--- src/rtl/pllreg_pkg.sv ---
package pllreg_pkg;

    localparam int DATA_W   = 32;
    localparam int M_W      = 15;
    localparam int N_W      = 8;
    localparam int N_LSB    = 16;
    localparam int ST_EN    = 24;
    localparam int ST_CONN  = 25;
    localparam int ST_LOCK  = 26;
    localparam int KEY_W    = 8;

    localparam logic [KEY_W-1:0] KEY_FIRST  = 8'hAA;
    localparam logic [KEY_W-1:0] KEY_SECOND = 8'h55;

    typedef enum logic [1:0] {
        SEL_CTRL = 2'd0,
        SEL_CFG  = 2'd1,
        SEL_FEED = 2'd2,
        SEL_STAT = 2'd3
    } reg_sel_e;

    typedef enum logic {
        UNLK_IDLE  = 1'b0,
        UNLK_ARMED = 1'b1
    } unlock_st_e;

    typedef struct packed {
        logic           en;
        logic           conn;
        logic [M_W-1:0] m1;
        logic [N_W-1:0] n1;
    } pll_set_t;

    function automatic logic [DATA_W-1:0] ctrl_word(pll_set_t s);
        logic [DATA_W-1:0] w;
        w    = '0;
        w[0] = s.en;
        w[1] = s.conn;
        return w;
    endfunction

    function automatic logic [DATA_W-1:0] cfg_word(pll_set_t s);
        logic [DATA_W-1:0] w;
        w              = '0;
        w[M_W-1:0]     = s.m1;
        w[N_LSB+:N_W]  = s.n1;
        return w;
    endfunction

    function automatic logic [DATA_W-1:0] stat_word(pll_set_t s, logic lock);
        logic [DATA_W-1:0] w;
        w          = cfg_word(s);
        w[ST_EN]   = s.en;
        w[ST_CONN] = s.conn;
        w[ST_LOCK] = lock;
        return w;
    endfunction

endpackage

--- src/rtl/pllreg_shadow.sv ---
module pllreg_shadow
    import pllreg_pkg::*;
(
    input  logic                clk,
    input  logic                rst,
    input  logic                wr_en,
    input  reg_sel_e            wr_sel,
    input  logic [1:0]          ctrl_bits,
    input  logic [M_W-1:0]      m_field,
    input  logic [N_W-1:0]      n_field,
    output pll_set_t            pending
);

    always_ff @(posedge clk) begin
        if (rst) begin
            pending <= '0;
        end else if (wr_en) begin
            case (wr_sel)
                SEL_CTRL: begin
                    pending.en   <= ctrl_bits[0];
                    pending.conn <= ctrl_bits[1];
                end
                SEL_CFG: begin
                    pending.m1 <= m_field;
                    pending.n1 <= n_field;
                end
                default: ;
            endcase
        end
    end

    // control write lands in the pending enable/connect
    a_r2_ctrl_capture: assert property (@(posedge clk) disable iff (rst)
        (wr_en && wr_sel == SEL_CTRL) |=>
            (pending.en == $past(ctrl_bits[0]) && pending.conn == $past(ctrl_bits[1])));

    // configuration write lands in the pending fields
    a_r3_cfg_capture: assert property (@(posedge clk) disable iff (rst)
        (wr_en && wr_sel == SEL_CFG) |=>
            (pending.m1 == $past(m_field) && pending.n1 == $past(n_field)));

endmodule

--- src/rtl/pllreg_unlock.sv ---
module pllreg_unlock
    import pllreg_pkg::*;
#(
    parameter logic [KEY_W-1:0] FIRST  = KEY_FIRST,
    parameter logic [KEY_W-1:0] SECOND = KEY_SECOND
) (
    input  logic             clk,
    input  logic             rst,
    input  logic             wr_en,
    input  reg_sel_e         wr_sel,
    input  logic [KEY_W-1:0] key,
    output logic             commit
);

    unlock_st_e state, state_nx;
    logic       feed_wr;

    assign feed_wr = wr_en && (wr_sel == SEL_FEED);

    always_comb begin
        state_nx = state;
        commit   = 1'b0;
        if (wr_en) begin
            if (!feed_wr) begin
                state_nx = UNLK_IDLE;
            end else if (key == FIRST) begin
                state_nx = UNLK_ARMED;
            end else if (state == UNLK_ARMED && key == SECOND) begin
                commit   = 1'b1;
                state_nx = UNLK_IDLE;
            end else begin
                state_nx = UNLK_IDLE;
            end
        end
    end

    always_ff @(posedge clk) begin
        if (rst) state <= UNLK_IDLE;
        else     state <= state_nx;
    end

    // a write elsewhere leaves the sequence unable to complete next cycle
    a_r6_cancel: assert property (@(posedge clk) disable iff (rst)
        (wr_en && wr_sel != SEL_FEED) |=> !commit);

    // a commit needs the first key on the last feed write
    a_r5_needs_first: assert property (@(posedge clk) disable iff (rst)
        (feed_wr && key == FIRST) |=> (state == UNLK_ARMED));

endmodule

--- src/rtl/pllreg_active.sv ---
module pllreg_active
    import pllreg_pkg::*;
(
    input  logic     clk,
    input  logic     rst,
    input  logic     commit,
    input  pll_set_t pending,
    output pll_set_t active
);

    always_ff @(posedge clk) begin
        if (rst) begin
            active <= '0;
        end else if (commit) begin
            active.en   <= pending.en;
            active.conn <= pending.conn & pending.en;
            active.m1   <= pending.m1;
            active.n1   <= pending.n1;
        end
    end

    // nothing moves without a commit
    a_r4_hold: assert property (@(posedge clk) disable iff (rst)
        !commit |=> $stable(active));

    // a commit copies every pending field in one edge
    a_r5_copy: assert property (@(posedge clk) disable iff (rst)
        commit |=> (active.en == $past(pending.en) && active.m1 == $past(pending.m1)
                    && active.n1 == $past(pending.n1)));

    // connect never stands without enable
    a_r7_gate: assert property (@(posedge clk) disable iff (rst)
        active.conn |-> active.en);

endmodule

--- src/rtl/pll_feed_regbank.sv ---
module pll_feed_regbank
    import pllreg_pkg::*;
#(
    parameter logic [KEY_W-1:0] FIRST_KEY  = KEY_FIRST,
    parameter logic [KEY_W-1:0] SECOND_KEY = KEY_SECOND
) (
    input  logic              clk,
    input  logic              rst,
    input  logic              bus_wr,
    input  logic [1:0]        bus_addr,
    input  logic [DATA_W-1:0] bus_wdata,
    output logic [DATA_W-1:0] bus_rdata,
    input  logic              pll_locked,
    output logic              pll_enable,
    output logic              pll_connect,
    output logic [M_W-1:0]    pll_mul_m1,
    output logic [N_W-1:0]    pll_div_n1
);

    reg_sel_e sel;
    pll_set_t pending;
    pll_set_t active;
    logic     commit;
    logic     unused_rsvd;

    assign sel         = reg_sel_e'(bus_addr);
    assign unused_rsvd = ^{bus_wdata[DATA_W-1:N_LSB+N_W], bus_wdata[M_W]};

    pllreg_shadow u_shadow (
        .clk       (clk),
        .rst       (rst),
        .wr_en     (bus_wr),
        .wr_sel    (sel),
        .ctrl_bits (bus_wdata[1:0]),
        .m_field   (bus_wdata[M_W-1:0]),
        .n_field   (bus_wdata[N_LSB+:N_W]),
        .pending   (pending)
    );

    pllreg_unlock #(
        .FIRST  (FIRST_KEY),
        .SECOND (SECOND_KEY)
    ) u_unlock (
        .clk    (clk),
        .rst    (rst),
        .wr_en  (bus_wr),
        .wr_sel (sel),
        .key    (bus_wdata[KEY_W-1:0]),
        .commit (commit)
    );

    pllreg_active u_active (
        .clk     (clk),
        .rst     (rst),
        .commit  (commit),
        .pending (pending),
        .active  (active)
    );

    assign pll_enable  = active.en;
    assign pll_connect = active.conn;
    assign pll_mul_m1  = active.m1;
    assign pll_div_n1  = active.n1;

    always_comb begin
        case (sel)
            SEL_CTRL: bus_rdata = ctrl_word(pending);
            SEL_CFG:  bus_rdata = cfg_word(pending);
            SEL_STAT: bus_rdata = stat_word(active, pll_locked);
            default:  bus_rdata = '0;
        endcase
    end

    // losing lock does not pull connect down
    a_r8_no_auto_drop: assert property (@(posedge clk) disable iff (rst)
        (!commit && $fell(pll_locked)) |=> $stable(pll_connect));

endmodule

--- config.mk ---
export PLATFORM = sky130hd
export DESIGN_NAME = pll_feed_regbank
export DESIGN_NICKNAME = d
export VERILOG_FILES = /design/src/rtl/pllreg_pkg.sv /design/src/rtl/pllreg_shadow.sv /design/src/rtl/pllreg_unlock.sv /design/src/rtl/pllreg_active.sv /design/src/rtl/pll_feed_regbank.sv
export SDC_FILE = /design/constraint.sdc
export NUM_CORES = 1
export LEC_CHECK = 0
export BUFFER_PORTS_ARGS = -buffer_cell sky130_fd_sc_hd__buf_2
export CORE_MARGIN = 2
export CORE_UTILIZATION = 25
export DETAILED_ROUTE_END_ITERATION = 6
export GPL_TIMING_DRIVEN = 0
export PLACE_DENSITY = 0.49
export SLEW_MARGIN = 20
export SYNTH_ARGS = -nofsm -noshare
export SYNTH_HDL_FRONTEND = slang
export SYNTH_SLANG_ARGS = --single-unit
--- constraint.sdc ---
create_clock -name clk -period 1.9 [get_ports clk]
set_input_delay 0.475 -clock clk [delete_from_list [all_inputs] [get_ports clk]]
set_output_delay 0.475 -clock clk [all_outputs]
set_load 0.01 [all_outputs]
==> results_dict.tcl <==
set metrics [dict create \
    ys_seq_area_share_pct 39.5 \
    cts_buffer_depth 2 \
    combPwrFrac_pct 11.1 \
    grt_pass1_wl_microns 11600 \
    arrival_ns 1.33 \
    syn_inst 291 \
    leakagePower_uw 0.00135 \
    cts_max_level 2 \
    slew_headroom_pct 54.6 \
    yosysUniqueCellTypes 25 \
    post-synth-top-area-cell "dfxtp_1" \
    final_nets 418 \
    vias_per_cell 4.26 \
    finalMaxSlewViolations 0 \
    coreArea_sq_um 10200 \
    synth_edf_count 0 \
    wl_per_cell_microns 14.5 \
    status "complete, no violations" \
    p_sw_share_pct 27.2 \
    min_period_ns 1.80 \
    fin_area_sq_um 3280 \
    synth_most_common_cell "dfxtp_1" \
    ioPinCount 95 \
    drt_wl_total_microns 7490 \
    diodes 0 \
    p_total_uw 2010 \
    synth-seq-cells 51 \
    synth_ff_type "dfxtp_1" \
    die_h_microns 106 \
    cts_tree "yes" \
    p_switching_uw 546 \
    dieArea_sq_um 11200 \
    overflow 0 \
    power_density_nw_per_um2 612 \
    insertion_delay_ns 0.32 \
    placed_area_sq_um 3160 \
    ant_nets 0 \
    start_util_pct 25.4 \
    antenna_found_initial 0 \
    grt_start_max_net_pins 19 \
    rows 37 \
    cts_hold_buf 0 \
    via_count 2202 \
    start_kind "input pin" \
    finClkSkew_ns 0.0162 \
    vdd_drop_max_mv 0.255 \
    internal_power_uw 1460 \
    setup_slack_ns 0.0969 \
    critPathRequiredTime_ns 1.42 \
    fillers 1151 \
    yosys_warnings 0 \
    drt-initial-drc-count 75 \
    dp_worst_setup_slack_ns -0.549 \
    synth.cell_area_sq_um 2580 \
    avgSynthCellArea_sq_um 8.87 \
    grt_usage_pct 13.6 \
    firstDrtPassIters 4 \
    hp-class "in -> reg" \
    drive_gt1_share_pct 26.8 \
    drc 0 \
    hold_violations 0 \
    grt_pass1_vias 2106 \
    setup_viol 0 \
    numCtsBuffers 5 \
    synthTopCellsByCount "dfxtp_1, mux2i_1, nand2b_1" \
    crit_path_end_kind "output pin" \
    netlist_top_cells_area "dfxtp_1, mux2i_1, nand2b_1" \
    clk_pin_slew_worst_paths_ns 0.12 \
    synth_top_cell_area_share_pct 39.5 \
    port_buffers 78 \
    tightest_slew_ns 0.675 \
    fmax_mhz 555 \
    power_frac_seq_pct 54.8 \
    clockPowerShare_pct 34.1 \
    synthArstFlopShare_pct 0 \
    hpwlAfterDp_microns 5370 \
    fin_crit_sh_pct 94.9 \
    root_buffer "clkbuf_8" \
    cp_max_fo 10 \
    rsz0062_at_grt "no" \
    die_w_microns 106 \
    synthToLayoutAreaGrowth_pct 26.9 \
    cts_num_sinks 51 \
    maxCapViolCount 0 \
    crit_type "in -> out" \
    gp_congestion 0.819 \
]
==> final cells by class <==
cell class	instances	area [sq um]	area share (%)
inverter	1	3.75	0.115
clock buffer	5	68.8	2.10
tap	136	170	5.19
timing repair buffer	78	390	11.9
multi-input combinational	217	1440	43.8
sequential	51	1020	31.1
buffer	26	163	4.96
clock inverter	3	26.3	0.802
==> routing by layer <==
metal	vias to the layer above	global-route usage [%]	share of wire [%]
met5	-	0	0
met4	0	3.85	1.8
met3	9	3.09	5.3
met2	57	23.3	48
met1	1008	17.1	45
li1	1128	-	-
==> power by group through the flow <==
stage / registers [uW] / clock network (uW) / logic, uW
3_5_place_dp: 1120 / 0 / 222
2_1_floorplan: 1120 / 0 / 133
3_3_place_gp: 1120 / 0 / 220
5_1_grt: 1100 / 759 / 248
6_report: 1100 / 685 / 222
4_1_cts: 1100 / 711 / 230
==> logic make-up (layout without fill, tap and decap cells) <==
family | count (synthesis) | in the layout | synth area share, %
AND/OR/NAND/NOR | 135 | 135 | 30.1
flip-flops | 51 | 51 | 39.5
multiplexers | 50 | 50 | 19.4
buffers and inverters | 28 | 113 | 5.62
AO/OA/AOI/OAI | 26 | 26 | 5.18
other | 1 | 6 | 0.145
==> registers in the layout (all words and copies together) (netlist names) <==
name              count
u_shadow.pending     25
u_active.active      25
u_unlock.state        1
==> final timing paths <==
path / start / end / slack, ns / cells after the start
min reg2reg: u_shadow.pending[5] / u_shadow.pending[5] / 0.47 / 2
max reg2reg: u_unlock.state / u_active.active[5] / 0.35 / 4
max: bus_addr[0] / bus_rdata[14] / 0.1 / 5
min: bus_wdata[19] / u_shadow.pending[3] / 0.38 / 3
==> metrics by stage <==
step	TNS [ns]	utilization [%]	hold slack [ns]	std cells
after floorplan	0	-	0.449	296
after global placement	-11.12	31.0	0.458	510
after detailed placement	-11.63	31.0	0.463	510
after CTS	0	32.3	0.374	518
after global routing	0	32.2	0.377	517
final	0	32.2	0.377	517
==> cell usage in the layout (no fill, tap or decap) <==
cell type / netlist / final
a21oi_1: 23 / 23
and3_1: 3 / 3
and3b_1: 1 / 1
buf_1: 2 / 1
buf_2: 2 / 79
buf_4: 6 / 7
buf_6: 2 / 2
buf_8: 0 / 1
clkbuf_1: 15 / 12
clkbuf_2: 0 / 1
clkbuf_8: 0 / 6
clkinv_4: 0 / 1
conb_1: 1 / 6
dfxtp_1: 51 / 51
inv_1: 1 / 1
inv_6: 0 / 2
mux2i_1: 50 / 50
nand2_1: 46 / 46
nand2b_1: 50 / 50
nand3_1: 2 / 2
nand3b_1: 4 / 4
nand4bb_4: 1 / 1
nor2_1: 2 / 2
nor2b_1: 22 / 22
nor3b_1: 1 / 1
nor4_4: 1 / 1
o21ai_0: 2 / 2
o32ai_1: 1 / 1
or4bb_1: 1 / 1
or4bb_2: 1 / 1
==> critical path, cell delays in order <==
cell	delay (ns)
buf_2	0.12
buf_4	0.20
clkbuf_8	0.20
nor2b_1	0.17
buf_2	0.15
==> what timing repair did <==
action,CTS,global route
buffers inserted,0,0
resized for setup,12,2
endpoints found under the setup margin,20,10
Note: power is estimated with default switching activity, not from simulation.
